### config.mk
export PLATFORM = sky130hd
export DESIGN_NAME = dstx
export DESIGN_NICKNAME = d
export VERILOG_FILES = /design/src/rtl/dstx_pkg.sv /design/src/rtl/dstx_slot_map.sv /design/src/rtl/dstx_seq.sv /design/src/rtl/dstx.sv
export SDC_FILE = /design/constraint.sdc
export NUM_CORES = 1
export LEC_CHECK = 0
export BUFFER_PORTS_ARGS = -buffer_cell sky130_fd_sc_hd__buf_2
export CELL_PAD_IN_SITES_DETAIL_PLACEMENT = 2
export CELL_PAD_IN_SITES_GLOBAL_PLACEMENT = 2
export CORE_MARGIN = 2
export CORE_UTILIZATION = 38
export CTS_BUF_LIST = sky130_fd_sc_hd__clkbuf_4 sky130_fd_sc_hd__clkbuf_8
export DETAILED_ROUTE_END_ITERATION = 6
export PLACE_DENSITY = 0.86
export SYNTH_ARGS = -nofsm -noshare
export SYNTH_HDL_FRONTEND = slang
export SYNTH_SLANG_ARGS = --single-unit
### constraint.sdc
create_clock -name clk -period 3.9 [get_ports clk]
set_clock_uncertainty 0.05 [all_clocks]
set_input_delay 0.39 -clock clk [delete_from_list [all_inputs] [get_ports clk]]
set_output_delay 0.39 -clock clk [all_outputs]
set_load 0.02 [all_outputs]
### src/rtl/dstx_pkg.sv
package dstx_pkg;
    typedef enum logic [1:0] {
        ST_IDLE = 2'd0,
        ST_GAP  = 2'd1,
        ST_SEND = 2'd2
    } dstx_state_e;
endpackage

### src/rtl/dstx_slot_map.sv
module dstx_slot_map #(
    parameter int DATA_W = 8,
    parameter int SLOT_W = 4
) (
    input  logic [SLOT_W-1:0] slot,
    input  logic [DATA_W-1:0] inv_data,
    output logic              level
);
    localparam int DATA_BASE = 3;
    localparam int TAIL_SLOT = DATA_BASE + DATA_W;

    always_comb begin
        level = 1'b1;
        if (slot == SLOT_W'(0))              level = 1'b0;
        else if (slot == SLOT_W'(1))         level = 1'b1;
        else if (slot == SLOT_W'(2))         level = 1'b0;
        else if (slot == SLOT_W'(TAIL_SLOT)) level = 1'b0;
        for (int i = 0; i < DATA_W; i++) begin
            if (slot == SLOT_W'(DATA_BASE + i)) level = inv_data[DATA_W-1-i];
        end
    end
endmodule

### src/rtl/dstx_seq.sv
module dstx_seq
    import dstx_pkg::*;
#(
    parameter int DATA_W = 8,
    parameter int CNT_W  = 16,
    parameter int SLOT_W = 4
) (
    input  logic              clk,
    input  logic              rst_n,
    input  logic [DATA_W-1:0] in_data,
    input  logic              in_valid,
    output logic              in_ready,
    input  logic [CNT_W-1:0]  bit_period,
    input  logic [CNT_W-1:0]  gap_len,
    output logic              sending,
    output logic [SLOT_W-1:0] slot,
    output logic [DATA_W-1:0] inv_data
);
    localparam int LAST_SLOT = DATA_W + 4;

    typedef struct packed {
        dstx_state_e       st;
        logic [SLOT_W-1:0] slot;
        logic [CNT_W-1:0]  cnt;
        logic [CNT_W-1:0]  per;
        logic [CNT_W-1:0]  gap;
        logic [DATA_W-1:0] inv;
    } seq_t;

    seq_t r_q, r_d;

    always_comb begin
        r_d = r_q;
        unique case (r_q.st)
            ST_IDLE: begin
                if (in_valid) begin
                    r_d.inv  = ~in_data;
                    r_d.per  = (bit_period == '0) ? CNT_W'(1) : bit_period;
                    r_d.gap  = gap_len;
                    r_d.cnt  = '0;
                    r_d.slot = '0;
                    r_d.st   = (gap_len == '0) ? ST_SEND : ST_GAP;
                end
            end
            ST_GAP: begin
                if (r_q.cnt == r_q.gap - CNT_W'(1)) begin
                    r_d.cnt = '0;
                    r_d.st  = ST_SEND;
                end else begin
                    r_d.cnt = r_q.cnt + CNT_W'(1);
                end
            end
            ST_SEND: begin
                if (r_q.cnt == r_q.per - CNT_W'(1)) begin
                    r_d.cnt = '0;
                    if (r_q.slot == SLOT_W'(LAST_SLOT)) r_d.st = ST_IDLE;
                    else r_d.slot = r_q.slot + SLOT_W'(1);
                end else begin
                    r_d.cnt = r_q.cnt + CNT_W'(1);
                end
            end
            default: r_d.st = ST_IDLE;
        endcase
    end

    always_ff @(posedge clk or negedge rst_n) begin
        if (!rst_n) begin
            r_q.st   <= ST_IDLE;
            r_q.slot <= '0;
            r_q.cnt  <= '0;
            r_q.per  <= CNT_W'(1);
            r_q.gap  <= '0;
            r_q.inv  <= '0;
        end else begin
            r_q <= r_d;
        end
    end

    assign in_ready = (r_q.st == ST_IDLE);
    assign sending  = (r_q.st == ST_SEND);
    assign slot     = r_q.slot;
    assign inv_data = r_q.inv;

    // an accepted byte makes the block busy on the next cycle
    assert_busy_after_accept_R2: assert property (@(posedge clk) disable iff (!rst_n)
        (in_valid && in_ready) |=> !in_ready);

    // captured timing holds for the whole frame
    assert_cfg_held_R8: assert property (@(posedge clk) disable iff (!rst_n)
        (r_q.st != ST_IDLE) |=> ($stable(r_q.per) && $stable(r_q.gap)));

    // the slot index never runs past the stop slot
    assert_slot_range_R6: assert property (@(posedge clk) disable iff (!rst_n)
        r_q.slot <= SLOT_W'(LAST_SLOT));

    // a running slot counter stays below the captured period
    assert_cnt_bound_R7: assert property (@(posedge clk) disable iff (!rst_n)
        (r_q.st == ST_SEND) |-> (r_q.cnt < r_q.per));
endmodule

### src/rtl/dstx.sv
module dstx #(
    parameter int DATA_W = 8,
    parameter int CNT_W  = 16
) (
    input  logic              clk,
    input  logic              rst_n,
    input  logic [DATA_W-1:0] in_data,
    input  logic              in_valid,
    output logic              in_ready,
    input  logic [CNT_W-1:0]  bit_period,
    input  logic [CNT_W-1:0]  gap_len,
    output logic              tx_line
);
    localparam int SLOT_W = $clog2(DATA_W + 5);

    logic              sending;
    logic [SLOT_W-1:0] slot;
    logic [DATA_W-1:0] inv_data;
    logic              level;

    dstx_seq #(.DATA_W(DATA_W), .CNT_W(CNT_W), .SLOT_W(SLOT_W)) u_seq (
        .clk        (clk),
        .rst_n      (rst_n),
        .in_data    (in_data),
        .in_valid   (in_valid),
        .in_ready   (in_ready),
        .bit_period (bit_period),
        .gap_len    (gap_len),
        .sending    (sending),
        .slot       (slot),
        .inv_data   (inv_data)
    );

    dstx_slot_map #(.DATA_W(DATA_W), .SLOT_W(SLOT_W)) u_map (
        .slot     (slot),
        .inv_data (inv_data),
        .level    (level)
    );

    assign tx_line = sending ? level : 1'b1;

    // the line rests high while the block waits for a byte
    assert_idle_high_R1: assert property (@(posedge clk) disable iff (!rst_n)
        in_ready |-> tx_line);

    // the first start slot is always low
    assert_start_low_R4: assert property (@(posedge clk) disable iff (!rst_n)
        (sending && slot == '0) |-> !tx_line);
endmodule

### Word level (Yosys, flattened, before mapping)

Index checks and enable logic that the tools add are counted.

| operators by class | value |
|---|---|
| add/sub/neg operators | 4 |
| reduce and logical (&&, ||, !) cells | 10 |
| eq/ne operators | 21 |
| multiplexer cells | 25 |
| bitwise logic cells | 1 |

Operators with widths:

| operator | number |
|---|---|
| 62-bit 2-to-1 mux | 1 |
| 16-bit 2-to-1 mux | 3 |
| 16-bit case mux with 3 select lines | 1 |
| 16-bit equality test | 2 |
| 16-bit zero test | 2 |
| 16-bit by 1-bit subtractor with 16-bit output, second input constant | 2 |
| 4-bit equality test, second input constant | 5 |
| 16-bit by 1-bit adder with 16-bit output, second input constant | 1 |
| 4-bit by 3-bit equality test with 1-bit output, second input constant | 4 |
| 1-bit 2-to-1 mux | 13 |
| 4-bit by 2-bit equality test with 1-bit output, second input constant | 2 |
| 8-bit inverter | 1 |
| 4-bit case mux with 2 select lines | 1 |
| 4-bit AND reduction | 2 |
| 2-bit 2-to-1 mux | 3 |
| 6-bit 2-to-1 mux | 1 |
| 2-bit by 1-bit != test with 1-bit output, second input constant | 3 |
| 2-bit case mux with 3 select lines | 1 |
| 4-bit by 1-bit adder with 4-bit output, second input constant | 1 |
| 4-bit by 1-bit equality test with 1-bit output, second input constant | 1 |
| 4-bit zero test | 1 |
| 4-bit 2-to-1 mux | 1 |
| 2-bit != test, second input constant | 2 |
| 2-bit AND reduction | 2 |
| 5 further kinds | 5 |

| storage, ports and cells | value |
|---|---|
| bits of input ports | 43 |
| register bits | 62 |

### Logic depth before layout (Yosys ltp)

Gate-level depths: netlist of the first run.

| logic depth | value |
|---|---|
| depth in word-level cells | 14 |
| depth in mapped cells | 12 |

### By module

A second synthesis of the first run with hierarchy kept.

| second synthesis, totals | value |
|---|---|
| cells, all modules | 456 |
| area, all modules | 4214.0 um^2 |

By module, submodules not included:

| module | instances | area each (um^2) | sequential area each (um^2) | cells an instance |
|---|---|---|---|---|
| dstx_seq | 1 | 4117.7 | 1552.7 | 442 |
| dstx_slot_map | 1 | 90.1 | 0.0 | 13 |
| dstx | 1 | 6.3 | 0.0 | 1 |

### Least setup slack after synthesis of the first run

No wires, ideal clock.

| timing | value |
|---|---|
| kind | reg2reg |
| from | register u_seq.r_q[25] in the netlist's numbering |
| to | register, netlist name u_seq.slot[0] |
| clock period less this slack | 3.105 ns |
| library setup time | 0.125 ns |
| arrival | 2.931 ns |
| cell stages (with the launch flop) | 13 |
| path buffers | 2 |
| data required time | 3.725 ns |
| slack | 0.795 ns |
| cell sequence | dfrtp_1 > inv_1 > ha_1 > or4b_2 > buf_2 > a2111oi_0 > nor3_1 > nor4_1 > o211a_1 > and3_1 > buf_4 > o21ai_0 > mux2_2 |

| between the ends | value |
|---|---|
| word-level cells in the longest chain between the ends | 4 |

RTL lines:

| item | RTL line | source |
|---|---|---|
| start, declared | dstx_seq.sv:30 | `seq_t r_q, r_d;` |
| start signal, assigned | dstx_seq.sv:75 | `r_q <= r_d;` |
| 16-bit by 1-bit subtractor with 16-bit output | dstx_seq.sv:54 | `if (r_q.cnt == r_q.per - CNT_W'(1)) begin` |
| 16-bit equality test | dstx_seq.sv:54 |  |
| 2-bit by 1-bit != test with 1-bit output (no source line) | n/a |  |
| 4-bit AND reduction (no source line) | n/a |  |

Every way passes these cells.
A chain may end at the register's enable or synchronous reset.

### Worst setup path after layout of the first run

| timing | value |
|---|---|
| from | register u_seq.r_q[25] in the netlist's numbering |
| to | register u_seq.r_q[50] in the netlist's numbering |

| between the ends | value |
|---|---|
| word-level cells in the longest chain between the ends | 4 |

RTL lines:

| item | RTL line | source |
|---|---|---|
| 16-bit by 1-bit subtractor with 16-bit output | dstx_seq.sv:54 |  |
| 16-bit equality test | dstx_seq.sv:54 |  |
| 16-bit 2-to-1 mux | dstx_seq.sv:54 |  |
| 16-bit case mux with 3 select lines | dstx_seq.sv:34 | `unique case (r_q.st)` |

Every way passes these cells.

==> results.md, run 1 <==
* Clock latency at the later pin of the worst-skew pair at around 0.36 ns
* Fin cells at 649
* VDD IR max at 0.307 mV
* Starting density of the core at between 30% and 40%
* Synth Cell Area at around 4400 um^2
* Met2 usage at between 40% and 50%
* Top-area cell type share of the netlist area at 34.8%
* CP cell instances: inv_1 > ha_1 > or4b_2 > nor4_1 > xnor2_1 > o21ai_0 > o311a_1 > a21boi_4 > o21ai_2 > buf_4 > o311ai_1
* Reg2reg end: u_seq.r_q[50]
* M1 GR Usage at 26.5%
* Antenna diodes at 0
* Status: complete, no violations
* Finished layout cell area at slightly below 5000 um^2
* PwrDens at 697 nW/um^2
* Drt wl/cell at between 20 and 25 um
* Final count of negative-setup-slack endpoints at 0
* Synth Warn # at 0
* H-tree depth at 3
* Cell taking the most area after synthesis: dfrtp_1
* First-pass GRT wire length at ~22 mm
* Post-Place Cells at roughly 630
* Global route overflow at 0
* FP Rows at 39
* Hold Fails Final Rpt at 0
* Worst setup margin at 0.225 ns
* Setup CP Type: register to register
* Detail Route Antenna Nets at 0
* Post-DP HPWL at 9.74 mm
* Critical path peak fanout at 17
* Clock Sinks at between 60 and 70
* Max-slew violations at 0
* Setup_tns at 0 ns
* CTS buffer count at 9
* Post-synth EDFFs at 0
* Fin crit share at between 90% and 100%
* RSZ-0062 raised after global routing: no
* Clk slew on worst S/H paths at 0.07 ns
* Postcts setup bufs at 0
* Max stage delay cell, worst path: or4b_2
* Initial antenna violation count at 0
* HP Class: input port to asynchronous set/reset pin
* Gp weighted congestion at 0.757
* Period minus WS final at about 3.7 ns
* R2R setup slack at around 0.22 ns
* Startpoint types: register
* Worst stage delay on the critical path at about 0.77 ns
* Share of cells above drive strength 1 at between 20% and 30%
* Critical path arrival at roughly 3.9 ns
* Vias in the first global route at about 4300
* Gate Count Post-Synth at ~480
* Area growth from synthesis to layout at 10.9%
* Die area at roughly 12000 um^2
* Placed Area at approximately 4700 um^2
* Top cells by area, synth: dfrtp_1 35%, mux2_2 8.2%, xnor2_1 4.8%
* MaxCap Viol Count at 0
* Top_reg_cell synth: dfrtp_1
* GR Util met3 at ~4.6%
* Core ar. at 11300 um^2
* Final core area utilization at ~43%
* Die Y at around 110 um
* Fmax at approximately 270 MHz
* DR vias/cell at 5.84
* Post-CTS Hold Buffers at 0
* Die X at around 110 um
* I/O Pins at 45
* Cell leakage power at about 2.0 nW
* Clock root buffer: clkbuf_8
* FF-to-FF path depth at 11
* Synth cell types at 63
* Total track usage at ~23%
* Post-synth ARST share at 100%
* Place WS at around 0.29 ns
* 1st-iter DRT viols at 203
* Via count at approximately 3800
* Number of buffers added on ports at 44
* Post-route DRC at 0
* Syn Area/Cell at ~9.2 um^2
* Final wirelength at around 13 mm
* Post-Syn Nets at approximately 530
* Worst flop-to-flop path startpoint: u_seq.r_q[25]
* Drt pass-1 iters at 4
* Worst-case clock buffer depth at 2
* Synth top cells by count: 61 x dfrtp_1, 46 x nand2_1, 32 x mux2_2, 25 x clkbuf_1, 24 x xnor2_1
* CTS tree: built
* Rel. slew slack at a little under a fifth
* Seq/Total Area, Yosys at between 30% and 40%
* CP Capture Type: register
* Most numerous cell in the Yosys netlist: dfrtp_1
* Actual slew at the worst max-slew pin at roughly 1.2 ns
* GR peak layer: met2
* Final Power at 3.39 mW
* WP data required at 4.10 ns
* Largest net degree at the start of global routing at 51
* Yosys reg bits at between 60 and 70
* Hold WS at 0.149 ns
* Final nets at ~560
==> logic make-up (layout without fill, tap and decap cells) <==
group | after synthesis | in the layout | synth area share (%)
xor+xnor | 39 | 39 | 7.80
flops | 62 | 62 | 35.4
buf+inv | 54 | 83 | 5.43
mux | 39 | 39 | 9.83
simple gates | 183 | 183 | 23.3
compound gates | 89 | 89 | 15.1
fa+ha+maj | 11 | 11 | 3.14
==> registers in the layout, indices dropped and copies added (netlist names) <==
| register | cells |
|---|---|
| u_seq.r_q | 50 |
| u_seq.slot | 4 |
| u_seq.inv_data | 8 |
==> repair_timing <==
item,4_1_cts,5_1_grt
endpoints found under the setup margin,0,1
resized for setup,0,1
hold endpoints to repair,0,0
==> power by group <==
group | total (mW) | leakage [nW] | switching, mW | internal [mW]
Clock | 0.597 | 0.110 | 0.263 | 0.334
Sequential | 1.22 | 0.775 | 0.342 | 0.879
Combinational | 1.57 | 1.08 | 0.873 | 0.695
==> cell type report <==
cell class,count,area (um^2)
fillers,1278,6460
multi-input cells,361,2590
flip-flops and latches,62,1550
repair buffers,50,265
well taps,143,179
clock buffers,12,159
inverters,17,63.8
clock inverters,4,45.0
==> cells in the final DEF (no fill, tap or decap), types with 17 or more instances in the layout <==
cell type	instances
mux2_2	32
inv_1	17
o21ai_0	21
nor3_1	21
nor2_1	22
buf_2	44
xnor2_1	24
o211ai_1	17
nand2_1	45
dfrtp_1	61
nand3_1	22
==> worst max-delay path, delay by kind of cell (launching register included) <==
kind	cells	cell delay (ns)
adder cells (fa/ha/maj)	1	0.29
buffers and inverters	2	0.27
AO/OA/AOI/OAI	5	1.23
AND/OR/NAND/NOR	2	1.10
flip-flops	1	0.42
XOR/XNOR	1	0.18
==> routing by layer <==
metal  vias to the layer above  wire length (um)  share of wire (%)
met3                        13               357                2.7
li1                       1786                 -                  -
met1                      1940              5660                 43
met4                         0               180                1.4
met5                         -                 0                  0
met2                        52              7030                 53
==> worst max-delay path by stage <==
| stage | cells after the start | to | startpoint |
|---|---|---|---|
| after global routing | 11 | u_seq.r_q[48] | u_seq.r_q[25] |
| after global placement | 11 | u_seq.r_q[49] | u_seq.r_q[25] |
| final | 11 | u_seq.r_q[50] | u_seq.r_q[25] |
| after floorplan | 12 | u_seq.slot[0] | u_seq.r_q[25] |
| after detailed placement | 11 | u_seq.r_q[50] | u_seq.r_q[25] |
| after CTS | 11 | u_seq.r_q[50] | u_seq.r_q[25] |
(Power assumes the default switching activity.)
==> inputs of run 2 (changes only) <==
--- a/config.mk
+++ b/config.mk
@@ -5,6 +5,7 @@
 export SDC_FILE = /design/constraint.sdc
 export NUM_CORES = 1
 export LEC_CHECK = 0
+export ABC_AREA = 1
 export BUFFER_PORTS_ARGS = -buffer_cell sky130_fd_sc_hd__buf_2
 export CELL_PAD_IN_SITES_DETAIL_PLACEMENT = 2
 export CELL_PAD_IN_SITES_GLOBAL_PLACEMENT = 2
@@ -12,7 +13,7 @@
 export CORE_UTILIZATION = 38
 export CTS_BUF_LIST = sky130_fd_sc_hd__clkbuf_4 sky130_fd_sc_hd__clkbuf_8
 export DETAILED_ROUTE_END_ITERATION = 6
-export PLACE_DENSITY = 0.86
+export PLACE_DENSITY = 0.93
 export SYNTH_ARGS = -nofsm -noshare
 export SYNTH_HDL_FRONTEND = slang
 export SYNTH_SLANG_ARGS = --single-unit
==> constraint.sdc (replaced) <==
create_clock -name clk -period 4.25 [get_ports clk]
set_clock_uncertainty 0.05 [all_clocks]
set_input_delay 0.425 -clock clk [delete_from_list [all_inputs] [get_ports clk]]
set_output_delay 0.425 -clock clk [all_outputs]
set_load 0.02 [all_outputs]
==> run 2 against run 1 <==
  * Clock power shrank 3%
  * Register-to-register slack gained 0.89 ns
  * Sequential share of layout area shrank 1.1 points
  * Flip-flop and latch count is the same
  * Sequential power shrank 11%
  * Total power shrank 4.4%
==> results.md, run 2 <==
* Status: complete, no violations
* Clock Sinks at 62 (unchanged)
* CTS tree: built
* Syn Area/Cell at 7.08 um^2 (-23%)
* Max reg flops at 50 (unchanged)
* Global route overflow at 0 (unchanged)
* Fmax at 319 MHz (+17%)
* Total track usage at 25.9% (+3.4 points)
* Crit path max-delay family: buffers and inverters
* Detail Route Antenna Nets at 0 (unchanged)
* Largest net degree at the start of global routing at 49 (-3.9%)
* Critical path arrival at 3.29 ns (-0.58 ns)
* Drt pass-1 iters at 4 (unchanged)
* Number of buffers added on ports at 44 (unchanged)
* Actual slew at the worst max-slew pin at 1.01 ns (-0.211 ns)
* Rel. slew slack at 32.5% (+14 points)
* Int Pwr at 1.63 mW (-14%)
* Top_reg_cell synth: dfrtp_1
* Clock root buffer: clkbuf_8
* Flop pwr share at 33.5% (-2.6 points)
* Clock latency at the later pin of the worst-skew pair at 0.37 ns (about the same)
* Fin crit share at 73.8% (-20 points)
* Max stage delay cell, worst path: clkinv_1
* Min-Delay Path Depth at 2
* Comb power frac at 48.6% (+2.3 points)
* Post-cts sizing count at 0 (unchanged)
* M1 GR Usage at 30.0% (+3.5 points)
* Setup CP Type: register to register
* Final count of negative-setup-slack endpoints at 0 (unchanged)
* Die X at 113 um (+1.2%)
* Yosys reg bits at 62 (unchanged)
* Clk pwr share at 17.9% (+0.3 points)
* Cell taking the most area after synthesis: dfrtp_1
* Synth top cells by count: 214 x nand2_1, 63 x inv_1, 61 x dfrtp_1, 55 x nor2_1, 41 x o21ai_0
* Gate Count Post-Synth at 635 (+33%)
* GR peak layer: met2
* Post-Place Cells at 806 (+27%)
* Worst flop-to-flop path startpoint: u_seq.r_q[60]
* Commonest non-fill, non-tap cell in the layout: nand2_1
* Setup_tns at 0 ns (unchanged)
* Max-slew violations at 0 (unchanged)
* GR Util met3 at 3.32% (-1.3 points)
* Hold Path Origin: in_data[3]
* MaxCap Viol Count at 0 (unchanged)
* Switching pwr at 1.60 mW (+8.3%)
* CTS buffer count at 9 (unchanged)
* PwrDens at 643 nW/um^2 (-7.7%)
* Die area at 12700 um^2 (+2.5%)
* Commonest non-fill, non-tap cells in the layout: 214 x nand2_1, 63 x inv_1, 61 x dfrtp_1, 55 x nor2_1, 44 x buf_2
* Via count at 4371 (+15%)
* Fin cells at 823 (+27%)
* Vias in the first global route at 5056 (+17%)
* Post-synth ARST share at 100% (unchanged)
* Worst-case clock buffer depth at 2 (unchanged)
* H-tree depth at 3 (unchanged)
* Starting density of the core at 39.2% (+0.50 points)
* WP data required at 4.40 ns (+0.30 ns)
* Reg2reg end: u_seq.r_q[11]
* Synth Cell Area at 4490 um^2 (+2.6%)
* FP Rows at 39 (unchanged)
* Post-DP HPWL at 11.7 mm (+20%)
* HP Class: input port to register
* R2R setup slack at 1.11 ns (+0.89 ns)
* CP bufs+invs at 3 (+1)
* Post-Syn Nets at 689 (+30%)
* DR vias/cell at 5.31 (-9.1%)
* Cell leakage power at 2.44 nW (+25%)
* Share of cells above drive strength 1 at 16.9% (-6.6 points)
* Synth cell types at 43 (-32%)
* Area growth from synthesis to layout at 11.9%
* Hold path endpoint: u_seq.inv_data[3]
* Drt wl/cell at 18.9 um (-7.3%)
* Critical path peak fanout at 48 (+31)
* I/O Pins at 45 (unchanged)
* Most numerous cell in the Yosys netlist: nand2_1
* Period minus WS final at 3.14 ns (-0.537 ns)
* Top-area cell type share of the netlist area at 34.0% (-0.88 points)
* Clk slew on worst S/H paths at 0.08 ns (about the same)
* Initial antenna violation count at 0 (unchanged)
* Startpoint types: register
* CP cell instances: inv_1 > ha_1 > nand2_1 > buf_4 > clkinv_1 > o21ai_0
* Post-route DRC at 0 (unchanged)
* Worst stage delay on the critical path at 0.94 ns (+0.17 ns)
* Switching share of power at 49.5% (+5.8 points)
* Postcts setup bufs at 0 (unchanged)
* Synth Warn # at 0 (unchanged)
* Largest Register: u_seq.r_q
* Gp weighted congestion at 0.836 (+11%)
* Antenna diodes at 0 (unchanged)
* Levels on crit path at 6 (-5)
* Seq/Total Area, Yosys at 34.5% (-0.90 points)
* VDD IR max at 0.287 mV (-6.7%)
* FF-to-FF path depth at 6 (-5)
* Post-CTS Hold Buffers at 1 (+1)
* Die Y at 113 um (+1.2%)
* Top cells by area, synth: dfrtp_1 34%, nand2_1 18%, inv_1 5.3%
* Final wirelength at 15.5 mm (+18%)
* CP Capture Type: register
* Final nets at 729 (+31%)
* First-pass GRT wire length at 25.8 mm (+15%)
* Core ar. at 11500 um^2 (+1.3%)
* Met2 usage at 48.3% (+6.5 points)
* Post-synth EDFFs at 0 (unchanged)
* Hold Fails Final Rpt at 0 (unchanged)
* RSZ-0062 raised after global routing: no
* 1st-iter DRT viols at 128 (-37%)
-- run 2: changes by cell type after synthesis, moves of 10 or more --
cell      delta
inv_1       +46
mux2_2      -32
nand2_1    +168
nor3_1      -16
o211ai_1    -17
nor2_2      +14
o21ai_0     +20
clkbuf_1    -16
nor2_1      +33
nand3_1     +10
-- run 2: how the worst max path moves through the flow --
stage | slack, ns | start | end
finish | 1.11 | u_seq.r_q[60] | u_seq.r_q[11]
global route | 0.78 | u_seq.r_q[60] | u_seq.r_q[11]
CTS | 1.01 | u_seq.r_q[60] | u_seq.r_q[11]
detailed placement | 1.06 | u_seq.r_q[60] | u_seq.r_q[11]
global placement | 1.67 | u_seq.r_q[60] | u_seq.r_q[11]
floorplan | 2.22 | u_seq.r_q[24] | u_seq.r_q[40]
-- run 2: power by group through the flow --
stage          clock, mW  combinational, mW  sequential [mW]
2_1_floorplan          0               1.16            0.992
3_3_place_gp           0               1.40             1.06
3_5_place_dp           0               1.55             1.09
4_1_cts            0.593               1.59             1.08
5_1_grt            0.615               1.79             1.11
6_report           0.580               1.57             1.08
-- run 2: logic make-up after synthesis --
group                    count (synthesis)  share of synthesized area [%]
XOR/XNOR                                37                           7.21
flip-flops                              62                           34.5
buffers and inverters                   85                           7.74
adder cells (fa/ha/maj)                 11                           3.06
AO/OA/AOI/OAI                           69                           9.38
AND/OR/NAND/NOR                        371                           38.1
-- run 2: area by class of cell --
class / instances / area, um^2
repair buffers: 47 / 245
clock buffers: 13 / 166
clock inverters: 3 / 42.5
inverters: 67 / 251
multi-input cells: 488 / 2590
well taps: 143 / 179
fillers: 1339 / 6440
flip-flops and latches: 62 / 1550
-- run 2: layer usage --
metal,vias to the layer above,share of wire (%)
li1,2078,-
met1,2195,42
met5,-,0
met2,70,53
met4,0,2.6
met3,28,2.2
-- run 2: metrics by stage --
stage                     hold WS (ns)  power [mW]  setup WS [ns]  area [um^2]  util [%]
after CTS                        0.184        3.27           1.01         5030      43.9
after detailed placement         0.381        2.63           1.06         4810      42.0
after global routing             0.186        3.52          0.783         5030      43.9
final                            0.194        3.24           1.11         5030      43.9
after global placement           0.364        2.45           1.67         4810      42.0
after floorplan                 0.0794        2.15           2.22         4490         -
==> inputs of run 3 (changes only) <==
--- a/config.mk
+++ b/config.mk
@@ -10,10 +10,10 @@
 export CELL_PAD_IN_SITES_DETAIL_PLACEMENT = 2
 export CELL_PAD_IN_SITES_GLOBAL_PLACEMENT = 2
 export CORE_MARGIN = 2
-export CORE_UTILIZATION = 38
+export CORE_UTILIZATION = 35
 export CTS_BUF_LIST = sky130_fd_sc_hd__clkbuf_4 sky130_fd_sc_hd__clkbuf_8
 export DETAILED_ROUTE_END_ITERATION = 6
-export PLACE_DENSITY = 0.93
+export PLACE_DENSITY = 0.87
 export SYNTH_ARGS = -nofsm -noshare
 export SYNTH_HDL_FRONTEND = slang
 export SYNTH_SLANG_ARGS = --single-unit
==> constraint.sdc (replaced) <==
create_clock -name clk -period 2.9 [get_ports clk]
set_clock_uncertainty 0.05 [all_clocks]
set_input_delay 0.29 -clock clk [delete_from_list [all_inputs] [get_ports clk]]
set_output_delay 0.29 -clock clk [all_outputs]
set_load 0.02 [all_outputs]
==> run 3 against run 2 <==
  * Setup slack worse by 0.85 ns
  * Design area grew 0.60%
  * Largest cell class unchanged
  * Combinational power grew 45%
  * Hold slack lost 0.14 ns
  * Critical path depth up 4
  * Die area up 8.3%
  * Core utilization is 3.6 points lower
  * Critical endpoint is now tx_line
  * Sequential power rose by 44%
  * Non-clock buffer count is 2 higher
  * Cell count rose by 3.8%
==> results.md, run 3 (synthesis results as in run 2) <==
* Vias in the first global route at 4847 (-4.1%)
* Post-Place Cells at 837 (+3.8%)
* CTS buffer count at 9 (unchanged)
* Finished layout cell area at 5060 um^2 (+0.60%)
* Final count of negative-setup-slack endpoints at 0 (unchanged)
* RSZ-0062 raised after global routing: no
* Core ar. at 12600 um^2 (+9.6%)
* Place WS at 0.486 ns (-0.577 ns)
* Largest net degree at the start of global routing at 36 (-27%)
* Comb power frac at 50.1% (+1.5 points)
* HP Class: input port to register
* Commonest non-fill, non-tap cells in the layout: 214 x nand2_1, 63 x inv_1, 61 x dfrtp_1, 55 x nor2_1, 44 x buf_2
* Met3 wire length at 452 um (+32%)
* Share of cells above drive strength 1 at 17.2% (+0.24 points)
* Initial antenna violation count at 0 (unchanged)
* WP data required at 2.56 ns (-1.84 ns)
* Drt pass-1 iters at 4 (unchanged)
* Max-slew violations at 0 (unchanged)
* Antenna diodes at 0 (unchanged)
* Clock latency at the later pin of the worst-skew pair at 0.36 ns (about the same)
* Int Pwr at 2.30 mW (+40%)
* Period minus WS final at about 2.6 ns
* Sequential cell area at 1550 um^2 (unchanged)
* Setup_tns at 0 ns (unchanged)
* Clock Sinks at 62 (unchanged)
* Die Y at 117 um (+4.0%)
* Final wirelength at 14.2 mm (-8.3%)
* Status: complete, no violations
* Number of buffers added on ports at 44 (unchanged)
* Starting density of the core at 35.8% (-3.4 points)
* 1st-iter DRT viols at 136 (+6.3%)
* Cell leakage power at 2.45 nW (about the same)
* Multi-input gate area at 2590 um^2 (unchanged)
* First-pass GRT wire length at 24.5 mm (-4.9%)
* Worst setup margin at 0.260 ns (-0.852 ns)
* Post-DP HPWL at 11.3 mm (-2.7%)
* Worst-case clock buffer depth at 2 (unchanged)
* VDD IR max at 0.394 mV (+37%)
* H-tree depth at 3 (unchanged)
* Flop pwr share at 34.4% (+0.9 points)
* Fin cells at 854 (+3.8%)
* Die area at 13800 um^2 (+8.3%)
* Startpoint types: register
* Largest Register: u_seq.r_q
* Clk slew on worst S/H paths at 0.07 ns (about the same)
* Wire length on met2 at 7.24 mm (-12%)
* Clock root buffer: clkbuf_8
* CP Capture Type: primary output
* Detail Route Antenna Nets at 0 (unchanged)
* Post-cts sizing count at 0 (unchanged)
* Top Layer Used: met4
* Die X at 117 um (+4.0%)
* Actual slew at the worst max-slew pin at 0.597 ns (-0.410 ns)
* Wl on met1 at 6.25 mm (-4.6%)
* Rel. slew slack at 60.1% (+28 points)
* Total track usage at 22.1% (-3.9 points)
* MaxCap Viol Count at 0 (unchanged)
* Commonest non-fill, non-tap cell in the layout: nand2_1
* Fillers at 1537 (+15%)
* Critical path arrival at 2.30 ns (-0.99 ns)
* Clk pwr share at 15.5% (-2.4 points)
* Hold WS at 0.0551 ns (-0.139 ns)
* Hold Fails Final Rpt at 0 (unchanged)
* FP Rows at 41 (+5.1%)
* Drt wl/cell at 16.7 um (-12%)
* I/O Pins at 45 (unchanged)
* Switching share of power at 49.5% (about the same)
* CTS tree: built
* Critical path peak fanout at 5 (-90%)
* Post-route DRC at 0 (unchanged)
* PwrDens at 899 nW/um^2 (+40%)
* Global route overflow at 0 (unchanged)
* Placed Area at 4880 um^2 (+1.3%)
* DR vias/cell at 4.99 (-6.1%)
* Switching pwr at 2.25 mW (+41%)
* Area growth from synthesis to layout at 12.6%
* Max reg flops at 50 (unchanged)
* Final nets at 731 (+0.27%)
* Fmax at around 380 MHz
* Gp weighted congestion at 0.864 (+3.3%)
* Setup CP Type: register to primary output
* Via count at 4261 (-2.5%)
* Fin crit share at 91.0%
[run 3: path summary, 6_finish.rpt]
check / endpoint / startpoint / cells after the start / slack [ns]
setup reg to reg: u_seq.r_q[43] / u_seq.r_q[8] / 13 / 0.46
min in group asynchronous: u_seq.inv_data[3] / rst_n / 2 / 0.27
setup / recovery: tx_line / u_seq.slot[0] / 10 / 0.26
hold reg to reg: u_seq.inv_data[3] / u_seq.inv_data[3] / 2 / 0.46
hold / removal: u_seq.inv_data[7] / in_data[7] / 2 / 0.06
max in group asynchronous: u_seq.r_q[24] / rst_n / 3 / 1.79
[run 3: layout make-up]
class	instances	share of cell area, %
inverters	67	4.97
clock buffers	12	3.02
clock inverters	4	0.445
well taps	172	4.25
flip-flops and latches	62	30.7
repair buffers	49	5.39
multi-input cells	488	51.2
[run 3: power by group through the flow]
stage          clock (mW)  sequential [mW]  combinational, mW
2_1_floorplan           0             1.45               1.70
3_3_place_gp            0             1.55               2.10
3_5_place_dp            0             1.58               2.29
4_1_cts             0.731             1.57               2.32
5_1_grt             0.765             1.62               2.61
6_report            0.704             1.56               2.28
[run 3: stage by stage]
step / utilization, % / power [mW]
floorplan: - / 3.16
global placement: 38.8 / 3.65
detailed placement: 38.8 / 3.86
CTS: 40.3 / 4.62
global route: 40.3 / 5.00
finish: 40.3 / 4.55
[run 3: critical path, cell delays in order, from the launching register on]
cell,delay [ns]
dfrtp_1,0.43
inv_1,0.12
ha_1,0.22
inv_1,0.09
o21ai_0,0.19
o21ai_0,0.12
a21oi_1,0.15
o221ai_1,0.14
a21boi_0,0.22
o21bai_1,0.09
buf_2,0.16
[run 3: layer usage]
metal / up-vias / GRT usage (%)
li1: 2084 / -
met1: 2090 / 26.1
met2: 68 / 39.5
met3: 19 / 5.01
met4: 0 / 7.15
met5: - / 0
[run 3: what timing repair did]
action	4_1_cts	5_1_grt
endpoints found under the setup margin	0	0
hold buffers	1	0
hold endpoints to repair	9	0
setup buffers	0	0
